===== src/rtl/regidx_pkg.sv =====
package regidx_pkg;
  localparam int unsigned LO_W   = 5;
  localparam int unsigned HI_W   = 3;
  localparam int unsigned NFLD   = 4;
  localparam int unsigned IDX_W  = LO_W + HI_W;
  localparam int unsigned WORD_W = 32;
  localparam int unsigned HALF_W = WORD_W / 2;
  localparam int unsigned GRP_W  = 1 + NFLD * HI_W + 1;

  // hi[0]=rd, hi[1]=rs1, hi[2]=rs2, hi[3]=rs3
  typedef struct packed {
    logic                       valid;
    logic [NFLD-1:0][HI_W-1:0]  hi;
    logic                       simd;
  } grp_t;
endpackage


===== src/rtl/regidx_grp_unpack.sv =====
module regidx_grp_unpack
  import regidx_pkg::*;
#(
  parameter int unsigned HALF = HALF_W
) (
  input  logic [HALF-1:0] half_i,
  output grp_t            grp_o
);
  logic [NFLD-1:0][HI_W-1:0] hi_w;

  // rd sits highest, just under the valid bit
  for (genvar f = 0; f < NFLD; f++) begin : g_fld
    assign hi_w[f] = half_i[1 + (NFLD - f) * HI_W - 1 -: HI_W];
  end

  if (HALF > GRP_W) begin : g_pad
    logic unused_pad;
    assign unused_pad = ^half_i[HALF-1:GRP_W];
  end

  always_comb begin
    grp_o.valid = half_i[GRP_W-1];
    grp_o.hi    = hi_w;
    grp_o.simd  = half_i[0];
  end
endmodule


===== src/rtl/regidx_slot_q.sv =====
module regidx_slot_q
  import regidx_pkg::*;
(
  input  logic clk_i,
  input  logic rst_ni,
  input  logic flush_i,
  input  logic load_i,
  input  logic retire_i,
  input  grp_t grp_a_i,
  input  grp_t grp_b_i,
  output grp_t head_o
);
  grp_t slot0_q, slot1_q;

  always_ff @(posedge clk_i or negedge rst_ni) begin
    if (!rst_ni) begin
      slot0_q <= '0;
      slot1_q <= '0;
    end else if (flush_i) begin
      slot0_q <= '0;
      slot1_q <= '0;
    end else if (load_i) begin
      slot0_q <= grp_a_i;
      slot1_q <= grp_b_i;
    end else if (retire_i) begin
      slot0_q <= slot1_q;
      slot1_q <= '0;
    end
  end

  assign head_o = slot0_q;

  p_flush_clears_r8: assert property (@(posedge clk_i) disable iff (!rst_ni)
    flush_i |=> (!slot0_q.valid && !slot1_q.valid));

  p_load_wins_r9: assert property (@(posedge clk_i) disable iff (!rst_ni)
    (load_i && !flush_i) |=> (slot0_q == $past(grp_a_i) && slot1_q == $past(grp_b_i)));

  p_retire_shift_r5: assert property (@(posedge clk_i) disable iff (!rst_ni)
    (retire_i && !load_i && !flush_i) |=> (slot0_q == $past(slot1_q) && !slot1_q.valid));

  p_tail_only_by_load_r2: assert property (@(posedge clk_i) disable iff (!rst_ni)
    $rose(slot1_q.valid) |-> $past(load_i));
endmodule


===== src/rtl/regidx_widen.sv =====
module regidx_widen
  import regidx_pkg::*;
(
  input  grp_t                       head_i,
  input  logic [NFLD-1:0][LO_W-1:0]  lo_i,
  output logic [NFLD-1:0][IDX_W-1:0] idx_o,
  output logic                       simd_o,
  output logic                       hit_o
);
  for (genvar f = 0; f < NFLD; f++) begin : g_idx
    assign idx_o[f] = {(head_i.valid ? head_i.hi[f] : {HI_W{1'b0}}), lo_i[f]};
  end

  assign simd_o = head_i.valid & head_i.simd;
  assign hit_o  = head_i.valid;
endmodule


===== src/rtl/regidx_ext.sv =====
module regidx_ext
  import regidx_pkg::*;
(
  input  logic              clk_i,
  input  logic              rst_ni,
  input  logic              flush_i,
  input  logic              ins_valid_i,
  input  logic              ins_prefix_i,
  input  logic [WORD_W-1:0] ins_word_i,
  input  logic              retire_i,
  input  logic [LO_W-1:0]   rd_lo_i,
  input  logic [LO_W-1:0]   rs1_lo_i,
  input  logic [LO_W-1:0]   rs2_lo_i,
  input  logic [LO_W-1:0]   rs3_lo_i,
  output logic [IDX_W-1:0]  rd_idx_o,
  output logic [IDX_W-1:0]  rs1_idx_o,
  output logic [IDX_W-1:0]  rs2_idx_o,
  output logic [IDX_W-1:0]  rs3_idx_o,
  output logic              simd_o,
  output logic              ext_hit_o
);
  grp_t grp_a, grp_b, head;
  logic load;
  logic [NFLD-1:0][LO_W-1:0]  lo;
  logic [NFLD-1:0][IDX_W-1:0] idx;

  assign load = ins_valid_i & ins_prefix_i;
  assign lo   = {rs3_lo_i, rs2_lo_i, rs1_lo_i, rd_lo_i};

  regidx_grp_unpack #(.HALF(HALF_W)) u_unp_a (
    .half_i (ins_word_i[WORD_W-1:HALF_W]),
    .grp_o  (grp_a)
  );

  regidx_grp_unpack #(.HALF(HALF_W)) u_unp_b (
    .half_i (ins_word_i[HALF_W-1:0]),
    .grp_o  (grp_b)
  );

  regidx_slot_q u_q (
    .clk_i    (clk_i),
    .rst_ni   (rst_ni),
    .flush_i  (flush_i),
    .load_i   (load),
    .retire_i (retire_i),
    .grp_a_i  (grp_a),
    .grp_b_i  (grp_b),
    .head_o   (head)
  );

  regidx_widen u_wid (
    .head_i (head),
    .lo_i   (lo),
    .idx_o  (idx),
    .simd_o (simd_o),
    .hit_o  (ext_hit_o)
  );

  assign rd_idx_o  = idx[0];
  assign rs1_idx_o = idx[1];
  assign rs2_idx_o = idx[2];
  assign rs3_idx_o = idx[3];

  p_idle_holds_r10: assert property (@(posedge clk_i) disable iff (!rst_ni)
    (!ins_valid_i && !retire_i && !flush_i) |=> ($stable(ext_hit_o) && $stable(simd_o)));

  p_low_passthru_r3: assert property (@(posedge clk_i) disable iff (!rst_ni)
    (rd_idx_o[LO_W-1:0] == rd_lo_i) && (rs3_idx_o[LO_W-1:0] == rs3_lo_i));

  p_legacy_after_flush_r4: assert property (@(posedge clk_i) disable iff (!rst_ni)
    flush_i |=> (!ext_hit_o && !simd_o));
endmodule


===== config.mk =====
export PLATFORM = sky130hd
export DESIGN_NAME = regidx_ext
export DESIGN_NICKNAME = d
export VERILOG_FILES = /design/src/rtl/regidx_pkg.sv /design/src/rtl/regidx_grp_unpack.sv /design/src/rtl/regidx_slot_q.sv /design/src/rtl/regidx_widen.sv /design/src/rtl/regidx_ext.sv
export SDC_FILE = /design/constraint.sdc
export NUM_CORES = 1
export LEC_CHECK = 0
export BUFFER_PORTS_ARGS = -buffer_cell sky130_fd_sc_hd__buf_2
export CAP_MARGIN = 5
export CORE_MARGIN = 4
export CORE_UTILIZATION = 46
export DETAILED_ROUTE_END_ITERATION = 6
export PLACE_DENSITY = 0.84
export SETUP_SLACK_MARGIN = 0.3
export SLEW_MARGIN = 10
export SYNTH_ARGS = -nofsm -noshare
export SYNTH_HDL_FRONTEND = slang
export SYNTH_SLANG_ARGS = --single-unit

===== constraint.sdc =====
create_clock -name clk_i -period 1.9 [get_ports clk_i]
set_input_delay 0.475 -clock clk_i [delete_from_list [all_inputs] [get_ports clk_i]]
set_output_delay 0.475 -clock clk_i [all_outputs]
set_load 0.02 [all_outputs]

==> results.md <==
• **outcome** complete, no violations
• **initial standard-cell utilization of the core** 49.4%
• **number of nets with antenna violations after routing** 0
• **layout cell share with drive strength beyond 1** 39.2%
• **Post-Syn Nets** 217
• **level count of the clock H-tree** 1
• **sequential area share after synthesis** 45.4%
• **total cell area at the placement stage** 0.00164 mm2
• **Layout Cell Area excl Fill** 0.00187 mm2
• **number of distinct library cells after synthesis** 15
• **pre-CTS setup slack** 461 ps
• **fraction of the mapped netlist area in simple logic gates** 19.5%
• **PortBufs** 47
• **Setup crit start kind** register
• **dominant combinational cell family by area after synthesis** simple AND/OR/NAND/NOR gates
• **cell accounting for the most synthesized area** sky130_fd_sc_hd__dfrtp_1
• **cell-internal power** 931 uW
• **Pleak** 0.000902 uW
• **post-layout worst setup margin** 218 ps
• **net count of the finished layout** 245
• **Critical Setup Path Class** reg -> out
• **full die area** 0.00435 mm2
• **number of sinks on the clock net** 28
• **Netlist Area Pre-Place** 0.00154 mm2
• **number of pins exceeding their max-slew limit in the final report** 0
• **Worst slew margin** 58.1%
• **via count of the first global-routing pass** 1254
• **setup slack of the most critical reg-to-reg path** 670 ps
• **width of the chip** 65.9 um
• **post-route clock skew** 4.09 ps
• **maximum ir drop on the vdd rail** 0.362 mV
• **signed area change from the synthesized netlist to the final layout** 21.4%
• **Register-to-Register Path Depth** 5
• **final number of setup-violating endpoints** 0
• **Gate power share** 15.7%
• **switching part of the total** 23.7%
• **# rows** 20
• **leading cell types by total area after synthesis** sky130_fd_sc_hd__dfrtp_1, sky130_fd_sc_hd__buf_4, sky130_fd_sc_hd__mux2i_1
• **initial detailed-routing violation count** 108
• **worst-path cell chain** buf_12, and2_4, buf_6
• **net switching power of the design** 289 uW
• **clk root buf** sky130_fd_sc_hd__clkbuf_4
• **number of antenna violations at the first check in global routing** 0
• **detailed-placement wirelength estimate** 2290 um
• **# Max-Cap Violations** 0
• **global-route wire length before repair** 5690 um
• **post-route DRC violation count** 0
• **total grt overflow** 0
• **accumulated negative setup slack** 0 ps
• **slew of the pin with the lowest slew margin** 628 ps
• **number of synthesis warnings** 0
• **average wire length per cell after detail routing** 15.6 um
• **maximum number of pins on one net before global-route repair** 37
• **Flop pwr share** 52.6%
• **number of top-level design ports** 92
• **clock slew at reported path FFs** 150 ps
• **compound-gate portion of the synthesized area** 11.3%
• **Max Clk Rate** 0.594 GHz
• **vertical die dimension** 65.9 um
• **number of vias in the routed layout** 1197
• **Core ar.** 0.00313 mm2
• **Syn Inst Count** 159
• **clock latency on the worst-skew pair** 320 ps
• **Tot GR Track Use** 16.7%
• **Vias per Instance** 5.20
• **final worst path period share** 88.5%
• **PwrDens** 651 mW/mm2
• **setup repair after global routing missed its margin** true
• **number of inserted diodes** 0
• **cell with the largest stage delay on the worst path** sky130_fd_sc_hd__dfrtp_2
• **peak per-stage delay on the critical path** 480 ps
• **part of the total power dissipated in the clock network** 31.7%
• **total CTS buffers** 3
• **time the worst path needs with I/O delays and setup** 1680 ps
• **area share of the largest cell type after synthesis** 45.4%
• **number of detailed-route iterations in the first pass** 4
• **xor/xnor share of the synthesized area** 0%
• **maximum buffer depth of the clock tree** 2
• **endpoint kind of the worst setup timing path** output pin
• **count of endpoints failing hold in the final timing report** 0
• **total wire length after detailed routing** 3590 um
• **WP data required** 1420 ps
• **adder-cell area share of the yosys netlist** 0%
• **count of state elements after synthesis** 28
• **Synth Area per Inst** 9.71 um2
• **multiplexer share of the synthesized area** 9.08%
• **Final GP Congestion** 0.700
• **endpoint arrival time on the critical path** 1210 ps
• **TritonCTS clock tree** done
• **worst min-delay path class** in -> async
• **CP Max Fanout** 6
• **hold buffers post-CTS** 0
[per-stage QoR]
step                      instances  utilization, %  hold WS (ps)  power (uW)
after floorplan                 159               -           179         806
after global routing            230            59.9           174        1280
after detailed placement        221            52.5           517         813
after CTS                       229            59.5           150        1220
after global placement          221            52.5           525         810
final                           230            59.9           139        1220
[registers in the layout, indices dropped and copies added (netlist names)]
register and count:
u_q.head_o 14, u_q.slot1_q 14
[worst max-delay path: cells and delay by family, from the launching register on]
kind                   cells  cell delay (ps)
buffers and inverters      2              270
flip-flops                 1              480
AND/OR/NAND/NOR            1              130
[layout by cell type, fill, tap and decap left out]
cell	n
sky130_fd_sc_hd__a211oi_1	14
sky130_fd_sc_hd__buf_6	16
sky130_fd_sc_hd__buf_4	4
sky130_fd_sc_hd__mux2i_1	14
sky130_fd_sc_hd__buf_12	2
sky130_fd_sc_hd__a21oi_1	14
sky130_fd_sc_hd__nand2_1	15
sky130_fd_sc_hd__and2_4	13
sky130_fd_sc_hd__clkbuf_4	3
sky130_fd_sc_hd__buf_2	33
sky130_fd_sc_hd__dfrtp_1	27
sky130_fd_sc_hd__bufinv_16	1
sky130_fd_sc_hd__nor2_1	14
sky130_fd_sc_hd__nand3b_1	14
sky130_fd_sc_hd__and2_0	1
sky130_fd_sc_hd__dfrtp_2	1
[what timing repair did]
action,in CTS,in global routing
endpoints found under the setup margin,14,14
setup buffers,4,1
pin swaps,1,0
resized for setup,43,2
[logic make-up (layout without fill, tap and decap cells)]
logic type | count (synthesis) | count (layout)
compound gates | 28 | 28
simple gates | 57 | 57
flops | 28 | 28
mux | 14 | 14
buf+inv | 32 | 59
[power groups by stage]
stage	clock network, uW	logic [uW]	registers (uW)
detailed placement	0	160	653
CTS	390	189	641
global route	425	212	645
finish	387	192	642
floorplan	0	160	647
global placement	0	158	651
[cells in the mapped netlist, drive strengths merged]
cell and instances:
buf 29, dfrtp 28, nand2 15, a211oi 14, a21oi 14, and2 14
mux2i 14, nand3b 14, nor2 14, clkbuf 3
[cell type report]
cell class                      count  area (um2)
Sequential cell                    28         702
Fill cell                         265        1250
Clock buffer                        3        22.5
Multi-Input combinational cell     99         649
Tap cell                           44        55.1
Timing Repair Buffer               55         415
Clock inverter                      1        30.0
[per-layer routing]
metal | GRT usage (%) | routed length, um | vias to the layer above
li1 | - | - | 578
met1 | 19.1 | 1490 | 567
met2 | 29.7 | 1760 | 44
met3 | 4.42 | 287 | 8
met4 | 6.35 | 51 | 0
met5 | 0 | 0 | -
[final timing paths]
path,startpoint,endpoint
worst min register to register,u_q.slot1_q[8]$_DFFE_PN0P_,u_q.slot1_q[8]$_DFFE_PN0P_
min in group clk_i,ins_word_i[5],u_q.slot1_q[8]$_DFFE_PN0P_
worst max-delay path,u_q.head_o[13]$_DFFE_PN0P_,rs2_idx_o[7]
worst max register to register,u_q.head_o[13]$_DFFE_PN0P_,u_q.head_o[13]$_DFFE_PN0P_
worst min-delay path,rst_ni,u_q.head_o[3]$_DFFE_PN0P_
max in group asynchronous,rst_ni,u_q.head_o[13]$_DFFE_PN0P_
Power figures use the tool's default switching activity.
